==> config.mk <==
export PLATFORM = sky130hd
export DESIGN_NAME = burst_credit_sched
export DESIGN_NICKNAME = d
export VERILOG_FILES = /design/src/rtl/bcs_pkg.sv /design/src/rtl/bcs_cal_seq.sv /design/src/rtl/bcs_credit_bank.sv /design/src/rtl/bcs_rr_pick.sv /design/src/rtl/burst_credit_sched.sv
export SDC_FILE = /design/constraint.sdc
export NUM_CORES = 1
export LEC_CHECK = 0
export ABC_AREA = 0
export BUFFER_PORTS_ARGS = -buffer_cell sky130_fd_sc_hd__buf_2
export CORE_ASPECT_RATIO = 0.5
export CORE_MARGIN = 2
export CORE_UTILIZATION = 59
export CTS_CLUSTER_SIZE = 12
export DETAILED_ROUTE_END_ITERATION = 6
export PLACE_DENSITY = 0.91
export SLEW_MARGIN = 25
export SYNTH_ARGS = -nofsm -noshare
export SYNTH_HDL_FRONTEND = slang
export SYNTH_SLANG_ARGS = --single-unit
==> constraint.sdc <==
create_clock -name clk -period 5.8 [get_ports clk]
set_input_delay 0 -clock clk [delete_from_list [all_inputs] [get_ports clk]]
set_output_delay 0 -clock clk [all_outputs]
set_load 0.005 [all_outputs]
==> src/rtl/bcs_pkg.sv <==
package bcs_pkg;
  typedef enum logic [1:0] {
    STAT_STARVE = 2'b00,
    STAT_HUNGRY = 2'b01,
    STAT_SATED  = 2'b10,
    STAT_KEEP   = 2'b11
  } lp_stat_e;
endpackage

==> src/rtl/bcs_cal_seq.sv <==
module bcs_cal_seq #(
  parameter int NUM_LP    = 8,
  parameter int CAL_DEPTH = 16,
  parameter int REPW      = 8,
  localparam int LPW      = $clog2(NUM_LP),
  localparam int CAW      = $clog2(CAL_DEPTH)
) (
  input  logic            clk,
  input  logic            rst_n,
  input  logic            st_valid,
  input  logic [CAW-1:0]  len_m1,
  input  logic [REPW-1:0] rep_m1,
  input  logic            wr_en,
  input  logic [CAW-1:0]  wr_addr,
  input  logic [LPW-1:0]  wr_lp,
  input  logic            swap_req,
  output logic [LPW-1:0]  slot_lp,
  output logic            cyc_end,
  output logic            bank
);
  logic [LPW-1:0]  tbl [2][CAL_DEPTH];
  logic [CAW-1:0]  slot_q;
  logic [REPW-1:0] rep_q;
  logic            bank_q;
  logic            swap_pend_q;
  logic            pass_end;

  // end of one pass through the programmed length
  always_comb begin
    pass_end = st_valid && (slot_q >= len_m1);
    cyc_end  = pass_end && (rep_q >= rep_m1);
  end

  assign slot_lp = tbl[bank_q][slot_q];
  assign bank    = bank_q;

  // both banks come up as an identity map; writes land in the shadow bank
  always_ff @(posedge clk) begin
    if (!rst_n) begin
      for (int b = 0; b < 2; b++)
        for (int e = 0; e < CAL_DEPTH; e++)
          tbl[b][e] <= LPW'(e % NUM_LP);
    end else if (wr_en) begin
      tbl[~bank_q][wr_addr] <= wr_lp;
    end
  end

  always_ff @(posedge clk) begin
    if (!rst_n) begin
      slot_q      <= '0;
      rep_q       <= '0;
      bank_q      <= 1'b0;
      swap_pend_q <= 1'b0;
    end else begin
      if (st_valid) begin
        if (pass_end) begin
          slot_q <= '0;
          rep_q  <= cyc_end ? '0 : rep_q + 1'b1;
        end else begin
          slot_q <= slot_q + 1'b1;
        end
      end
      if (cyc_end && (swap_pend_q || swap_req)) begin
        bank_q      <= ~bank_q;
        swap_pend_q <= 1'b0;
      end else if (swap_req) begin
        swap_pend_q <= 1'b1;
      end
    end
  end
endmodule

==> src/rtl/bcs_credit_bank.sv <==
module bcs_credit_bank
  import bcs_pkg::*;
#(
  parameter int NUM_LP = 8,
  parameter int CRW    = 5,
  parameter int DVW    = 8,
  localparam int LPW   = $clog2(NUM_LP)
) (
  input  logic                         clk,
  input  logic                         rst_n,
  input  logic                         upd_valid,
  input  logic [LPW-1:0]               upd_lp,
  input  lp_stat_e                     upd_code,
  input  logic [CRW-1:0]               lim_starve,
  input  logic [CRW-1:0]               lim_hungry,
  input  logic [CRW-1:0]               unit,
  input  logic                         multi,
  input  logic [NUM_LP-1:0][DVW-1:0]   dav,
  input  logic                         take,
  input  logic [LPW-1:0]               take_lp,
  output logic [NUM_LP-1:0][CRW-1:0]   credit,
  output logic [NUM_LP-1:0]            ready_starve,
  output logic [NUM_LP-1:0]            ready_hungry
);
  function automatic logic [CRW-1:0] load_value(input lp_stat_e code,
      input logic [CRW-1:0] cur, input logic [CRW-1:0] s, input logic [CRW-1:0] h);
    case (code)
      STAT_STARVE: return s;
      STAT_HUNGRY: return h;
      STAT_SATED:  return '0;
      default:     return cur;
    endcase
  endfunction

  function automatic logic [CRW-1:0] spend(input logic [CRW-1:0] cur,
      input logic [CRW-1:0] u, input logic m);
    return m ? cur - u : '0;
  endfunction

  function automatic logic burst_ready(input logic [CRW-1:0] cred,
      input logic [DVW-1:0] d, input logic [CRW-1:0] u);
    return (u != '0) && (cred >= u) && (d >= DVW'(u));
  endfunction

  for (genvar i = 0; i < NUM_LP; i++) begin : g_lp
    lp_stat_e       lvl_q;
    logic [CRW-1:0] cred_q;
    logic           hit_upd;
    logic           hit_take;

    assign hit_upd  = upd_valid && (upd_lp == LPW'(i)) && (upd_code != STAT_KEEP);
    assign hit_take = take && (take_lp == LPW'(i));

    // a fresh status wins over a grant in the same cycle
    always_ff @(posedge clk) begin
      if (!rst_n) begin
        cred_q <= '0;
        lvl_q  <= STAT_SATED;
      end else if (hit_upd) begin
        cred_q <= load_value(upd_code, cred_q, lim_starve, lim_hungry);
        lvl_q  <= upd_code;
      end else if (hit_take) begin
        cred_q <= spend(cred_q, unit, multi);
      end
    end

    assign credit[i]       = cred_q;
    assign ready_starve[i] = (lvl_q == STAT_STARVE) && burst_ready(cred_q, dav[i], unit);
    assign ready_hungry[i] = (lvl_q == STAT_HUNGRY) && burst_ready(cred_q, dav[i], unit);
  end
endmodule

==> src/rtl/bcs_rr_pick.sv <==
module bcs_rr_pick #(
  parameter int NUM_LP = 8,
  localparam int LPW   = $clog2(NUM_LP)
) (
  input  logic              clk,
  input  logic              rst_n,
  input  logic [NUM_LP-1:0] req_hi,
  input  logic [NUM_LP-1:0] req_lo,
  output logic              pick_v,
  output logic [LPW-1:0]    pick_lp
);
  logic [LPW-1:0]    last_q;
  logic [NUM_LP-1:0] sel_mask;

  function automatic logic [LPW:0] first_after(input logic [NUM_LP-1:0] mask,
      input logic [LPW-1:0] last);
    logic           hit;
    logic [LPW-1:0] sel;
    hit = 1'b0;
    sel = '0;
    for (int k = 1; k <= NUM_LP; k++) begin
      int idx;
      idx = (int'(last) + k) % NUM_LP;
      if (!hit && mask[idx]) begin
        hit = 1'b1;
        sel = LPW'(idx);
      end
    end
    return {hit, sel};
  endfunction

  always_comb begin
    sel_mask          = (|req_hi) ? req_hi : req_lo;
    {pick_v, pick_lp} = first_after(sel_mask, last_q);
  end

  always_ff @(posedge clk) begin
    if (!rst_n)      last_q <= LPW'(NUM_LP - 1);
    else if (pick_v) last_q <= pick_lp;
  end
endmodule

==> src/rtl/burst_credit_sched.sv <==
module burst_credit_sched
  import bcs_pkg::*;
#(
  parameter int NUM_LP    = 8,
  parameter int CAL_DEPTH = 16,
  parameter int CRW       = 5,
  parameter int DVW       = 8,
  parameter int REPW      = 8,
  localparam int LPW      = $clog2(NUM_LP),
  localparam int CAW      = $clog2(CAL_DEPTH)
) (
  input  logic                  clk,
  input  logic                  rst_n,
  input  logic                  st_valid,
  input  logic [1:0]            st_code,
  input  logic [CRW-1:0]        cfg_lim_starve,
  input  logic [CRW-1:0]        cfg_lim_hungry,
  input  logic [CRW-1:0]        cfg_unit,
  input  logic                  cfg_multi,
  input  logic [CAW-1:0]        cfg_cal_len_m1,
  input  logic [REPW-1:0]       cfg_cal_rep_m1,
  input  logic                  cal_wr_en,
  input  logic [CAW-1:0]        cal_wr_addr,
  input  logic [LPW-1:0]        cal_wr_lp,
  input  logic                  cal_swap_req,
  input  logic [NUM_LP*DVW-1:0] lp_dav,
  output logic                  gnt_valid,
  output logic [LPW-1:0]        gnt_lp,
  output logic [CRW-1:0]        gnt_len,
  output logic                  cal_bank
);
  logic [NUM_LP-1:0][DVW-1:0] dav_arr;
  logic [NUM_LP-1:0][CRW-1:0] credit;
  logic [NUM_LP-1:0]          rdy_s;
  logic [NUM_LP-1:0]          rdy_h;
  logic [LPW-1:0]             slot_lp;
  logic                       cyc_end;
  logic                       pick_v;
  logic [LPW-1:0]             pick_lp;

  assign dav_arr = lp_dav;

  bcs_cal_seq #(.NUM_LP(NUM_LP), .CAL_DEPTH(CAL_DEPTH), .REPW(REPW)) u_cal (
    .clk(clk), .rst_n(rst_n), .st_valid(st_valid),
    .len_m1(cfg_cal_len_m1), .rep_m1(cfg_cal_rep_m1),
    .wr_en(cal_wr_en), .wr_addr(cal_wr_addr), .wr_lp(cal_wr_lp),
    .swap_req(cal_swap_req), .slot_lp(slot_lp), .cyc_end(cyc_end), .bank(cal_bank)
  );

  bcs_credit_bank #(.NUM_LP(NUM_LP), .CRW(CRW), .DVW(DVW)) u_cred (
    .clk(clk), .rst_n(rst_n), .upd_valid(st_valid), .upd_lp(slot_lp),
    .upd_code(lp_stat_e'(st_code)), .lim_starve(cfg_lim_starve),
    .lim_hungry(cfg_lim_hungry), .unit(cfg_unit), .multi(cfg_multi),
    .dav(dav_arr), .take(pick_v), .take_lp(pick_lp), .credit(credit),
    .ready_starve(rdy_s), .ready_hungry(rdy_h)
  );

  bcs_rr_pick #(.NUM_LP(NUM_LP)) u_pick (
    .clk(clk), .rst_n(rst_n), .req_hi(rdy_s), .req_lo(rdy_h),
    .pick_v(pick_v), .pick_lp(pick_lp)
  );

  always_ff @(posedge clk) begin
    if (!rst_n) begin
      gnt_valid <= 1'b0;
      gnt_lp    <= '0;
      gnt_len   <= '0;
    end else begin
      gnt_valid <= pick_v;
      gnt_lp    <= pick_lp;
      gnt_len   <= cfg_unit;
    end
  end
endmodule

==> metrics.txt <==
VDD IR max=221.6 uV; max cap viols=0; Top Ports=116; Clock Path Buffers=2; Die Y=105.8 um; count leader, synth=nand2_1; PortBufs=115; cells after synthesis=1256; H-tree Lvls=4; number of flops mapped to enable cells by yosys=96; Crit. End Element=flip-flop; Required @ worst endpoint=6.13 ns; worst skew pair latency=0.44 ns; Warnings, synthesis=0; LEAKAGE=0.005746 uW; Slew Limit Fails=0; nets=1559; core area=20420 um2; Die Area=21940 um2; row count=37; Max transition margin=26.22%; Crit Path Max Fanout=7; Resize count post-CTS=0; WL final=33690 um; Synth top cells by count=127 x nand2_1, 104 x nor2_1, 99 x ha_1, 96 x edfxtp_1, 83 x dfxtp_1; Max Fclk=197.0 MHz; CTS Buf Count=17; syn nets=1469; CTS tree=yes; Vias=10.68k; setup repair bufs after CTS=0; area leader, netlist=edfxtp_1; pin count of the biggest net entering global routing=78; synthesized area=12220 um2; Seq/Total Area, Yosys=37.20%; synth unique cells=84; largest cells by area after synthesis=edfxtp_1 24%, dfxtp_1 14%, ha_1 10%, mux4_2 6.6%, nand2_1 3.9%; gp weighted congestion=0.9589; Starting Density=59.84%; worst min-delay path class=in2reg; WL/cell=20.64 um; top cell type's share of synthesized area=23.60%; syn_area_per_cell=9.727 um2; root buffer cell=clkbuf_16; Worst Clk Skew=0.01481 ns; RSZ-0062 raised after global routing=false; min Tclk post-route=5.075 ns; synthesized flop and latch total=179; Critical Setup Path Class=reg2reg; First-pass DRT Iterations=6; Synth Flop Type=edfxtp_1; status=finished, final reports clean; DRT iter0 DRCs=1064; CP Data Arrival Time=5.40 ns; Final ANT Viol Nets=0; Worst setup SP type=flip-flop; final cycle utilization of the critical path=87.50%; initial antenna violation count=0; Least-Margin Pin Slew=1.101 ns; Horiz. Die Dim=207.5 um; diode count=0; vias in the first global route=10.70k; first-pass GRT wire length=54370 um; Pwr per Cell Area=354.6 nW/um2; area grow syn2layout=12.26%; hold_ws=0.01707 ns; CTS Sinks=179; grt total ovfl=0; ys async rst share=0%; layout cells sized above 1=17.44%; Place WS=0.5003 ns; dpl hpwl=23830 um; Reg clk slew, reported paths=0.08 ns; All-Layer GR Usage=31.12%; Setup WS post-layout=0.7250 ns; Final setup viols=0; Hold Violations, Final=0; DRC viols=0; aggregate negative setup slack=0 ns; DR vias/cell=6.543
## timing repair
item                                    in CTS  in global routing
endpoints found under the hold margin       18                  0
endpoints found under the setup margin       0                  0
hold buffers                                 9                  0
## flip-flops by register name (all words and copies together), names as in the netlist, named ones only
register            flops
u_cal.tbl              96
u_cred.g_lp.cred_q     40
u_cred.g_lp.lvl_q      16
u_cal.rep_q             8
gnt_len                 5
u_cal.slot_q            4
gnt_lp                  3
u_pick.last_q           3
gnt_valid               1
u_cal.bank              1
u_cal.swap_pend_q       1
## critical path: stages, from the launching register on
cell and delay (ns):
dfxtp_1 0.34, ha_1 0.38, a21o_1 0.14, a31oi_1 0.04, o21ai_0 0.49, nand2_1 0.10
or4_1 0.53, o31ai_2 0.52, a22oi_1 0.20, mux4_2 0.56, o221ai_1 0.35, nand4_1 0.19
and2_1 0.24, o41a_1 0.57, mux2i_1 0.32
## logic make-up (layout without fill, tap and decap cells)
family	after synthesis	count (layout)	share of synthesized area (%)
compound gates	288	288	15.94
xor+xnor	38	38	2.724
fa+ha+maj	107	107	11.45
buf+inv	130	233	4.250
flops	179	179	37.20
mux	87	87	10.88
simple gates	427	427	17.56
## power breakdown
| part | switching (uW) | leakage (uW) | internal, uW | total, uW |
|---|---|---|---|---|
| Clock | 604 | 0.000296 | 595 | 1200 |
| Combinational | 1220 | 0.00389 | 875 | 2090 |
| Sequential | 97.4 | 0.00156 | 1480 | 1570 |
## worst paths after layout
kind	from	to	slack, ns	cells after the start
worst max-delay path	u_cred.g_lp[0].cred_q[2]	u_cred.g_lp[7].cred_q[2]	0.73	14
worst max register to register	u_cred.g_lp[0].cred_q[2]	u_cred.g_lp[7].cred_q[2]	0.73	14
worst min-delay path	cal_wr_lp[1]	u_cal.tbl[0][4]	0.02	2
worst min register to register	u_cred.g_lp[1].cred_q[0]	u_cred.g_lp[1].cred_q[0]	0.47	2
## area by class of cell
class | instances | area, um2
inverter | 60 | 225.2
timing repair buffer | 141 | 805.8
clock buffer | 17 | 425.4
tap | 273 | 341.6
multi-input combinational | 947 | 7178
clock inverter | 15 | 192.7
sequential | 179 | 4546
fill | 1410 | 6701
## layout by cell type, fill, tap and decap left out, types with 14 or more instances in the layout
cell and instances:
xor2_1 21, xnor2_1 17, a21oi_1 65, edfxtp_1 96
mux2i_1 45, nor2b_1 17, clkbuf_16 17, and3_1 24
mux4_2 36, nor3_1 24, nand3_1 22, nand2b_1 21
nand4_1 14, buf_4 16, ha_1 99, nand2_1 127
a21o_1 28, dfxtp_1 82, o21ai_0 77, inv_1 56
nor2_1 104, buf_2 115
## stage by stage
stage	util (%)	power, uW	cells	cell area [um2]
after global routing	67.18	5100	1632	13710
after detailed placement	63.58	3604	1591	12980
after floorplan	-	3190	1256	12220
after CTS	67.05	4811	1632	13690
final	67.18	4863	1632	13710
after global placement	63.58	3511	1591	12980
## layer usage
metal / global-route usage [%] / share of wire [%]
met1: 37.96 / 39
met2: 53.62 / 48
met3: 6.198 / 9.0
met4: 14.44 / 3.6
met5: 0 / 0
(Power assumes the default switching activity.)
